File: src/rtl/rlc_pkg.sv
package rlc_pkg;
  typedef enum logic [2:0] {
    ST_RESET  = 3'd0,
    ST_CAL    = 3'd1,
    ST_LOCK   = 3'd2,
    ST_MON    = 3'd3,
    ST_RELOCK = 3'd4,
    ST_FAULT  = 3'd5
  } rlc_state_e;
endpackage

File: src/rtl/rlc_debounce.sv
// Counts consecutive qualifying samples; hit marks the LEN-th one in a row.
module rlc_debounce #(
  parameter int LEN = 3
) (
  input  logic clk,
  input  logic rst_n,
  input  logic clr,
  input  logic step,
  input  logic cond,
  output logic hit
);
  localparam int CW = (LEN > 1) ? $clog2(LEN) : 1;
  localparam logic [CW-1:0] LAST = CW'(LEN - 1);

  logic [CW-1:0] cnt_q;

  assign hit = step && cond && (cnt_q == LAST);

  always_ff @(posedge clk) begin
    if (!rst_n || clr) begin
      cnt_q <= '0;
    end else if (step) begin
      if (!cond)               cnt_q <= '0;
      else if (cnt_q != LAST)  cnt_q <= cnt_q + 1'b1;
    end
  end
endmodule

File: src/rtl/rlc_min_track.sv
// Tracks the first code that produced the lowest sample of a sweep.
// best_* already include the sample offered in the current cycle.
module rlc_min_track #(
  parameter int DAC_W = 6,
  parameter int ADC_W = 8
) (
  input  logic             clk,
  input  logic             rst_n,
  input  logic             clear,
  input  logic             update,
  input  logic [DAC_W-1:0] code,
  input  logic [ADC_W-1:0] sample,
  output logic [DAC_W-1:0] best_code,
  output logic [ADC_W-1:0] best_val
);
  logic [DAC_W-1:0] code_q;
  logic [ADC_W-1:0] val_q;
  logic             better;

  assign better    = update && (sample < val_q);
  assign best_code = better ? code   : code_q;
  assign best_val  = better ? sample : val_q;

  always_ff @(posedge clk) begin
    if (!rst_n || clear) begin
      code_q <= '0;
      val_q  <= '1;
    end else if (better) begin
      code_q <= code;
      val_q  <= sample;
    end
  end
endmodule

File: src/rtl/ring_lock_ctrl.sv
module ring_lock_ctrl
  import rlc_pkg::*;
#(
  parameter int DAC_W      = 6,
  parameter int ADC_W      = 8,
  parameter int CAL_STEP   = 4,
  parameter int DETUNE     = 3,
  parameter int DARK_TH    = 10,
  parameter int DARK_CNT   = 3,
  parameter int FS_CNT     = 4,
  parameter int DEADBAND   = 1,
  parameter int JUMP_TH    = 10,
  parameter int WIN        = 6,
  parameter int SETTLE     = 2,
  parameter int RELOCK_TOL = 8
) (
  input  logic             clk,
  input  logic             rst_n,
  input  logic             enable,
  input  logic             sample_valid,
  output logic             sample_ready,
  input  logic [ADC_W-1:0] sample_data,
  input  logic             fault_clear,
  output logic [DAC_W-1:0] dac_code,
  output logic [2:0]       state_o,
  output logic             locked,
  output logic             fault_dark,
  output logic             fault_heater
);
  localparam int EW = ADC_W + 2;
  localparam int CW = DAC_W + 1;
  localparam int SW = (SETTLE > 1) ? $clog2(SETTLE) : 1;
  localparam logic [DAC_W-1:0] DMAX     = '1;
  localparam logic [CW-1:0]    DMAX_E   = {1'b0, DMAX};
  localparam logic [CW-1:0]    STEP_E   = CW'(CAL_STEP);
  localparam logic [CW-1:0]    DET_E    = CW'(DETUNE);
  localparam logic [CW-1:0]    WIN_E    = CW'(WIN);
  localparam logic [EW-1:0]    DB_E     = EW'(DEADBAND);
  localparam logic [EW-1:0]    JMP_E    = EW'(JUMP_TH);
  localparam logic [EW-1:0]    TOL_E    = EW'(RELOCK_TOL);
  localparam logic [ADC_W-1:0] DARK_LVL = ADC_W'(DARK_TH);
  localparam logic [SW-1:0]    SET_LAST = SW'(SETTLE - 1);

  function automatic logic [DAC_W-1:0] add_sat(input logic [DAC_W-1:0] c,
                                               input logic [CW-1:0] a);
    logic [CW-1:0] t;
    t = {1'b0, c} + a;
    return (t > DMAX_E) ? DMAX : t[DAC_W-1:0];
  endfunction

  // ---------------- state ----------------
  rlc_state_e       state_q, state_d;
  logic [DAC_W-1:0] dac_q, dac_d;
  logic [ADC_W-1:0] ref_q, ref_d;
  logic [ADC_W-1:0] calmin_q, calmin_d;
  logic [DAC_W-1:0] winhi_q, winhi_d;
  logic [SW-1:0]    cnt_q, cnt_d;
  logic             settle_q, settle_d;
  logic             heat_q, heat_d;
  logic             trk_clr;

  // ---------------- sample qualification ----------------
  logic             acc, dark, lit_state;
  logic [EW-1:0]    s_e, r_e;
  logic             above, below, jump;
  logic             dark_hit, light_hit, fs_hit;
  logic [DAC_W-1:0] best_code;
  logic [ADC_W-1:0] best_val;
  logic             trk_upd;
  logic             cal_last, relock_ok;
  logic [DAC_W-1:0] win_lo;
  logic [DAC_W-1:0] win_hi;

  assign sample_ready = enable;
  assign acc          = sample_valid && sample_ready;
  assign dark         = sample_data < DARK_LVL;
  assign lit_state    = (state_q == ST_CAL) || (state_q == ST_LOCK) ||
                        (state_q == ST_MON) || (state_q == ST_RELOCK);

  assign s_e   = EW'(sample_data);
  assign r_e   = EW'(ref_q);
  assign above = s_e > (r_e + DB_E);
  assign below = (s_e + DB_E) < r_e;
  assign jump  = (s_e > (r_e + JMP_E)) || ((s_e + JMP_E) < r_e);

  assign cal_last  = ({1'b0, dac_q} + STEP_E) > DMAX_E;
  assign relock_ok = EW'(best_val) <= (EW'(calmin_q) + TOL_E);
  assign win_lo    = ({1'b0, dac_q} >= WIN_E) ? (dac_q - WIN_E[DAC_W-1:0]) : '0;
  assign win_hi    = add_sat(dac_q, WIN_E);

  assign trk_upd = acc && !dark &&
                   ((state_q == ST_CAL) || ((state_q == ST_RELOCK) && !settle_q));

  rlc_debounce #(.LEN(DARK_CNT)) u_dark_db (
    .clk(clk), .rst_n(rst_n), .clr(!enable), .step(acc),
    .cond(lit_state && dark), .hit(dark_hit)
  );

  rlc_debounce #(.LEN(DARK_CNT)) u_light_db (
    .clk(clk), .rst_n(rst_n), .clr(!enable), .step(acc),
    .cond((state_q == ST_FAULT) && !dark), .hit(light_hit)
  );

  rlc_debounce #(.LEN(FS_CNT)) u_fs_db (
    .clk(clk), .rst_n(rst_n), .clr(!enable), .step(acc),
    .cond((state_q == ST_MON) && !dark && !jump && below && (dac_q == DMAX)),
    .hit(fs_hit)
  );

  rlc_min_track #(.DAC_W(DAC_W), .ADC_W(ADC_W)) u_trk (
    .clk(clk), .rst_n(rst_n), .clear(trk_clr), .update(trk_upd),
    .code(dac_q), .sample(sample_data),
    .best_code(best_code), .best_val(best_val)
  );

  // ---------------- next state ----------------
  always_comb begin
    state_d  = state_q;
    dac_d    = dac_q;
    ref_d    = ref_q;
    calmin_d = calmin_q;
    winhi_d  = winhi_q;
    cnt_d    = cnt_q;
    settle_d = settle_q;
    heat_d   = heat_q;
    trk_clr  = 1'b0;

    if (!enable) begin
      state_d  = ST_RESET;
      dac_d    = '0;
      settle_d = 1'b0;
    end else begin
      unique case (state_q)
        ST_RESET: begin
          state_d = ST_CAL;
          dac_d   = '0;
          trk_clr = 1'b1;
        end

        ST_CAL: if (acc) begin
          if (dark_hit) begin
            state_d = ST_FAULT; heat_d = 1'b0; dac_d = '0;
          end else if (!dark) begin
            if (cal_last) begin
              state_d  = ST_LOCK;
              dac_d    = add_sat(best_code, DET_E);
              calmin_d = best_val;
              cnt_d    = '0;
            end else begin
              dac_d = dac_q + STEP_E[DAC_W-1:0];
            end
          end
        end

        ST_LOCK: if (acc) begin
          if (dark_hit) begin
            state_d = ST_FAULT; heat_d = 1'b0; dac_d = '0;
          end else if (!dark) begin
            if (cnt_q == SET_LAST) begin
              ref_d   = sample_data;
              state_d = ST_MON;
            end else begin
              cnt_d = cnt_q + 1'b1;
            end
          end
        end

        ST_MON: if (acc) begin
          if (dark_hit) begin
            state_d = ST_FAULT; heat_d = 1'b0; dac_d = '0;
          end else if (!dark) begin
            if (fs_hit) begin
              state_d = ST_FAULT; heat_d = 1'b1; dac_d = '0;
            end else if (jump) begin
              state_d  = ST_RELOCK;
              dac_d    = win_lo;
              winhi_d  = win_hi;
              settle_d = 1'b0;
              trk_clr  = 1'b1;
            end else if (below && (dac_q != DMAX)) begin
              dac_d = dac_q + 1'b1;
            end else if (above && (dac_q != '0)) begin
              dac_d = dac_q - 1'b1;
            end
          end
        end

        ST_RELOCK: if (acc) begin
          if (dark_hit) begin
            state_d = ST_FAULT; heat_d = 1'b0; dac_d = '0; settle_d = 1'b0;
          end else if (!dark) begin
            if (settle_q) begin
              if (cnt_q == SET_LAST) begin
                ref_d    = sample_data;
                state_d  = ST_MON;
                settle_d = 1'b0;
              end else begin
                cnt_d = cnt_q + 1'b1;
              end
            end else if (dac_q == winhi_q) begin
              if (relock_ok) begin
                dac_d    = add_sat(best_code, DET_E);
                settle_d = 1'b1;
                cnt_d    = '0;
              end else begin
                state_d = ST_CAL;
                dac_d   = '0;
                trk_clr = 1'b1;
              end
            end else begin
              dac_d = dac_q + 1'b1;
            end
          end
        end

        ST_FAULT: begin
          dac_d = '0;
          if (fault_clear) begin
            state_d = ST_RESET;
          end else if (!heat_q && light_hit) begin
            state_d = ST_CAL;
            trk_clr = 1'b1;
          end
        end

        default: begin
          state_d = ST_RESET;
          dac_d   = '0;
        end
      endcase
    end
  end

  always_ff @(posedge clk) begin
    if (!rst_n) begin
      state_q  <= ST_RESET;
      dac_q    <= '0;
      ref_q    <= '0;
      calmin_q <= '0;
      winhi_q  <= '0;
      cnt_q    <= '0;
      settle_q <= 1'b0;
      heat_q   <= 1'b0;
    end else begin
      state_q  <= state_d;
      dac_q    <= dac_d;
      ref_q    <= ref_d;
      calmin_q <= calmin_d;
      winhi_q  <= winhi_d;
      cnt_q    <= cnt_d;
      settle_q <= settle_d;
      heat_q   <= heat_d;
    end
  end

  assign dac_code     = dac_q;
  assign state_o      = state_q;
  assign locked       = (state_q == ST_MON);
  assign fault_dark   = (state_q == ST_FAULT) && !heat_q;
  assign fault_heater = (state_q == ST_FAULT) && heat_q;
endmodule

File: config.mk
export PLATFORM = sky130hd
export DESIGN_NAME = ring_lock_ctrl
export DESIGN_NICKNAME = d
export VERILOG_FILES = /design/src/rtl/rlc_pkg.sv /design/src/rtl/rlc_debounce.sv /design/src/rtl/rlc_min_track.sv /design/src/rtl/ring_lock_ctrl.sv
export SDC_FILE = /design/constraint.sdc
export NUM_CORES = 1
export LEC_CHECK = 0
export BUFFER_PORTS_ARGS = -buffer_cell sky130_fd_sc_hd__buf_2
export CORE_ASPECT_RATIO = 1.5
export CORE_UTILIZATION = 57
export DETAILED_ROUTE_END_ITERATION = 8
export GPL_ROUTABILITY_DRIVEN = 0
export PLACE_DENSITY = 0.77
export RECOVER_POWER = 25
export REMOVE_ABC_BUFFERS = 1
export SLEW_MARGIN = 10
export SYNTH_ARGS = -nofsm -noshare
export SYNTH_HDL_FRONTEND = slang
export SYNTH_SLANG_ARGS = --single-unit
File: constraint.sdc
create_clock -name clk -period 4 [get_ports clk]
set_clock_uncertainty 0.1 [all_clocks]
set_input_delay 0.8 -clock clk [delete_from_list [all_inputs] [get_ports clk]]
set_output_delay 0.8 -clock clk [all_outputs]
set_load 0.01 [all_outputs]
==> summary.txt <==
Placement
  • Number of instances in the placed design: slightly above 800
  • HPWL Detailed: between 10,000 and 15,000 um
  • Count of buffers from port buffering: 25
  • Post-Place Cell Area: a little under 6000 um2

Yosys
  • Number of enable-type register cells in the synthesized netlist: 0
  • Synthesized flop and latch total: 54
  • Post-synthesis instance total: 657
  • Part of the Yosys area used for sequential elements: between 20% and 30%
  • Fraction of registers with async set or reset after synthesis: 0%
  • Number of synthesis warnings: 0
  • Post-synthesis cell type count: 73
  • Netlist Area Pre-Place: 5280 um2
  • Top_reg_cell synth: sky130_fd_sc_hd__dfxtp_1
  • Mean Syn Cell Area: between 8 and 9 um2

STA
  • Max-slew violation count: 0
  • Final hold viol count: 0
  • Final setup violating endpoints: 0
  • Part of the cycle the worst path needs: between 90% and 100%
  • RSZ-0062 raised after global routing: true
  • Worst rel slew slack: 42.7%
  • Top achievable clock speed: about 0.26 GHz
  • Crit path time final: slightly below 4 ns
  • Slew of the pin with the lowest slew margin: between 0.8 and 0.9 ns

Floorplan
  • Die Span X: around 80 um
  • Count of standard-cell rows: between 40 and 50
  • Area enclosed by the die boundary: about 9700 um2
  • Effective utilization at floorplan: between 50% and 60%
  • Die extent in y: ~120 um
  • I/O pin total: 26
  • Placeable core region: just under 9000 um2

Clock tree
  • TritonCTS clock tree: yes
  • Root buffer selected by CTS: sky130_fd_sc_hd__clkbuf_16
  • Skew-Pair Late Insertion Delay: ~0.3 ns
  • Number of sinks driven by the clock tree: between 50 and 60
  • Clock buffers created by TritonCTS: 5
  • Clock input transition at the sequential cells of the worst setup and hold paths: about 0.070 ns
  • Clock Path Buffers: 2
  • H-tree level count: 2

Route
  • Post-route DRC violation count: 0
  • Via count: 5,232
  • Detailed router's first-iteration violation count: roughly 390
  • Routed wire length: 14,700 um
  • Met3 WL post-DR: just over 700 um
  • Uppermost metal layer occupied by signal nets: met4
  • WL met2: between 7000 and 8000 um
  • Average wire length per cell after detail routing: approximately 18 um
  • Antenna-violating nets left: 0
  • Number of iterations in the first detailed-routing pass: 5
  • Vias per std cell: ~6.4
  • Post-Route M1 WL: about 5400 um

Worst setup path
  • CP max stage cell: sky130_fd_sc_hd__or4b_1
  • Worst Path Max Fanout: 5
  • Ordered list of cells on the worst path: buf_2 > ha_4 > a211o_1 > o211ai_1 > o2111a_1 > o31ai_4 > mux2_4 > ha_4 > nand3_2 > buf_4 > nor2_1 > a21oi_4 > a21bo_2 > or4b_1 > a21oi_1
  • Maximum cell stage delay along the critical path: ~0.5 ns
  • Launching point of the worst reg2reg path: u_trk.val_q[5]
  • Required time worst endpoint: about 4 ns
  • Sort of element at the start of the critical path: input port
  • Worst path arrival time: 4.02 ns
  • Kind of critical path: input port to flip-flop
  • Worst path most repeated cell: sky130_fd_sc_hd__ha_4
  • Endpoint class of the critical path: flip-flop
  • Critical path origin: sample_data[5]

Pwr
  • Max IR drop VDD: 0.206 mV
  • PwrDens: about 210 nW/um2
  • Static leakage: 0.00256 uW

Finish
  • Post-route design area: about 6100 um2
  • Proportion of layout cells with a drive suffix above 1: a little under a fifth
  • Post-route insts no fill: between 800 and 900
  • Leading cell type in the layout, fill and taps excluded: sky130_fd_sc_hd__nor2_1
  • Number of nets in the final layout: 792
  • Highest-count cells in the layout ignoring fill and taps: sky130_fd_sc_hd__nor2_1, sky130_fd_sc_hd__ha_1, sky130_fd_sc_hd__dfxtp_1, sky130_fd_sc_hd__buf_4, sky130_fd_sc_hd__nand2_1
  • Antenna diode count: 0
  • Area added between synthesis and finish: 14.8%
  • Layout filler cell count: ~740

Flow run
  • Reported max-cap violation count: 0

Global routing
  • First-pass GRT wire length: roughly 23,000 um
  • Maximum number of pins on one net before global-route repair: 23
  • Number of global-route vias before repair: 5,175
  • Antenna violations before repair: 0
  • Global-route usage over all layers: ~31%
  • Remaining Overflow, GRT: 0

Min path
  • Min-delay src: u_fs_db.cnt_q[1]
  • Worst min path class: flip-flop to flip-flop

Run status
  • Status: finished clean
[cells in the mapped netlist (6+ instances only)]
cell | instances | share of area [%]
sky130_fd_sc_hd__a211oi_1 | 7 | 1.0
sky130_fd_sc_hd__a21o_1 | 6 | 0.85
sky130_fd_sc_hd__a21oi_1 | 33 | 3.1
sky130_fd_sc_hd__buf_2 | 11 | 1.0
sky130_fd_sc_hd__clkbuf_1 | 12 | 0.85
sky130_fd_sc_hd__dfxtp_1 | 54 | 20
sky130_fd_sc_hd__ha_1 | 69 | 16
sky130_fd_sc_hd__inv_1 | 36 | 2.6
sky130_fd_sc_hd__mux2_2 | 9 | 1.9
sky130_fd_sc_hd__mux2i_1 | 23 | 4.4
sky130_fd_sc_hd__nand2_1 | 38 | 2.7
sky130_fd_sc_hd__nand2b_1 | 18 | 2.1
sky130_fd_sc_hd__nand3_1 | 13 | 1.2
sky130_fd_sc_hd__nand3b_1 | 6 | 0.85
sky130_fd_sc_hd__nand4_1 | 16 | 1.9
sky130_fd_sc_hd__nor2_1 | 88 | 6.3
sky130_fd_sc_hd__nor2b_1 | 6 | 0.71
sky130_fd_sc_hd__nor3_1 | 13 | 1.2
sky130_fd_sc_hd__nor4_1 | 6 | 0.71
sky130_fd_sc_hd__o211ai_1 | 12 | 1.7
sky130_fd_sc_hd__o21ai_0 | 35 | 3.3
sky130_fd_sc_hd__xnor2_1 | 30 | 5.0
sky130_fd_sc_hd__xor2_1 | 11 | 1.8
[kinds of logic after synthesis]
kind of cell,synth area share [%]
xor+xnor,6.80
buf+inv,5.59
simple gates,23.3
fa+ha+maj,16.5
compound gates,20.6
mux,6.71
flops,20.5
[timing repair]
action / 4_1_cts / 5_1_grt
endpoints found under the setup margin: 15 / 24
setup buffers: 0 / 0
hold endpoints to repair: 0 / 0
pin swaps: 0 / 9
hold buffers: 0 / 0
resized for setup: 2 / 19
[worst max-delay path, delay by kind of cell]
family	cells	cell delay (ns)
muxes	1	0.35
AOI/OAI and AO/OA	7	1.25
adders and majority gates	2	0.53
and+or+nand+nor	3	0.79
buffers and inverters	2	0.29
[worst paths after layout]
kind,endpoint,slack (ns),cells after the start
setup / recovery,settle_q,0.10,15
setup reg to reg,settle_q,0.38,15
hold reg to reg,u_fs_db.cnt_q[1],0.40,2
hold / removal,u_fs_db.cnt_q[1],0.40,2
[flip-flops by register name (all words and copies together), names as in the netlist]
name	count
calmin_q	8
cnt_q	1
dac_code	6
heat_q	1
ref_q	8
settle_q	1
state_o	3
u_dark_db.cnt_q	2
u_fs_db.cnt_q	2
u_light_db.cnt_q	2
u_trk.code_q	6
u_trk.val_q	8
winhi_q	6
[layout make-up]
type / count / area (um2) / area share (%)
multi-input combinational: 536 / 4040 / 66.6
sequential: 54 / 1080 / 17.8
timing repair buffer: 75 / 509 / 8.40
inverter: 38 / 143 / 2.35
tap: 110 / 138 / 2.27
clock buffer: 5 / 125 / 2.06
clock inverter: 3 / 28.8 / 0.475
[metrics by stage]
step           power (uW)  TNS, ns  hold WS (ns)  util, %  setup slack (ns)
2_1_floorplan         704    -5.17         0.343        -            -0.319
3_3_place_gp          799    -5.00         0.359     64.7            -0.270
3_5_place_dp          808    -8.41         0.379     64.7            -0.440
4_1_cts              1270        0         0.390     66.5           0.00738
5_1_grt              1320  -0.0127         0.405     67.9           -0.0101
6_report             1280        0         0.397     67.9             0.104
[routing by layer]
layer | up-vias | track usage, %
li1 | 2490 | -
met1 | 2430 | 32.5
met2 | 228 | 54.4
met3 | 84 | 4.87
met4 | 0 | 22.2
met5 | - | 0
[power by group]
group	internal [uW]	total (uW)	switching [uW]
clock	240	464	225
sequential	540	542	1.86
combinational	112	270	157
total	891	1280	384
Note: power is estimated with default switching activity, not from simulation.
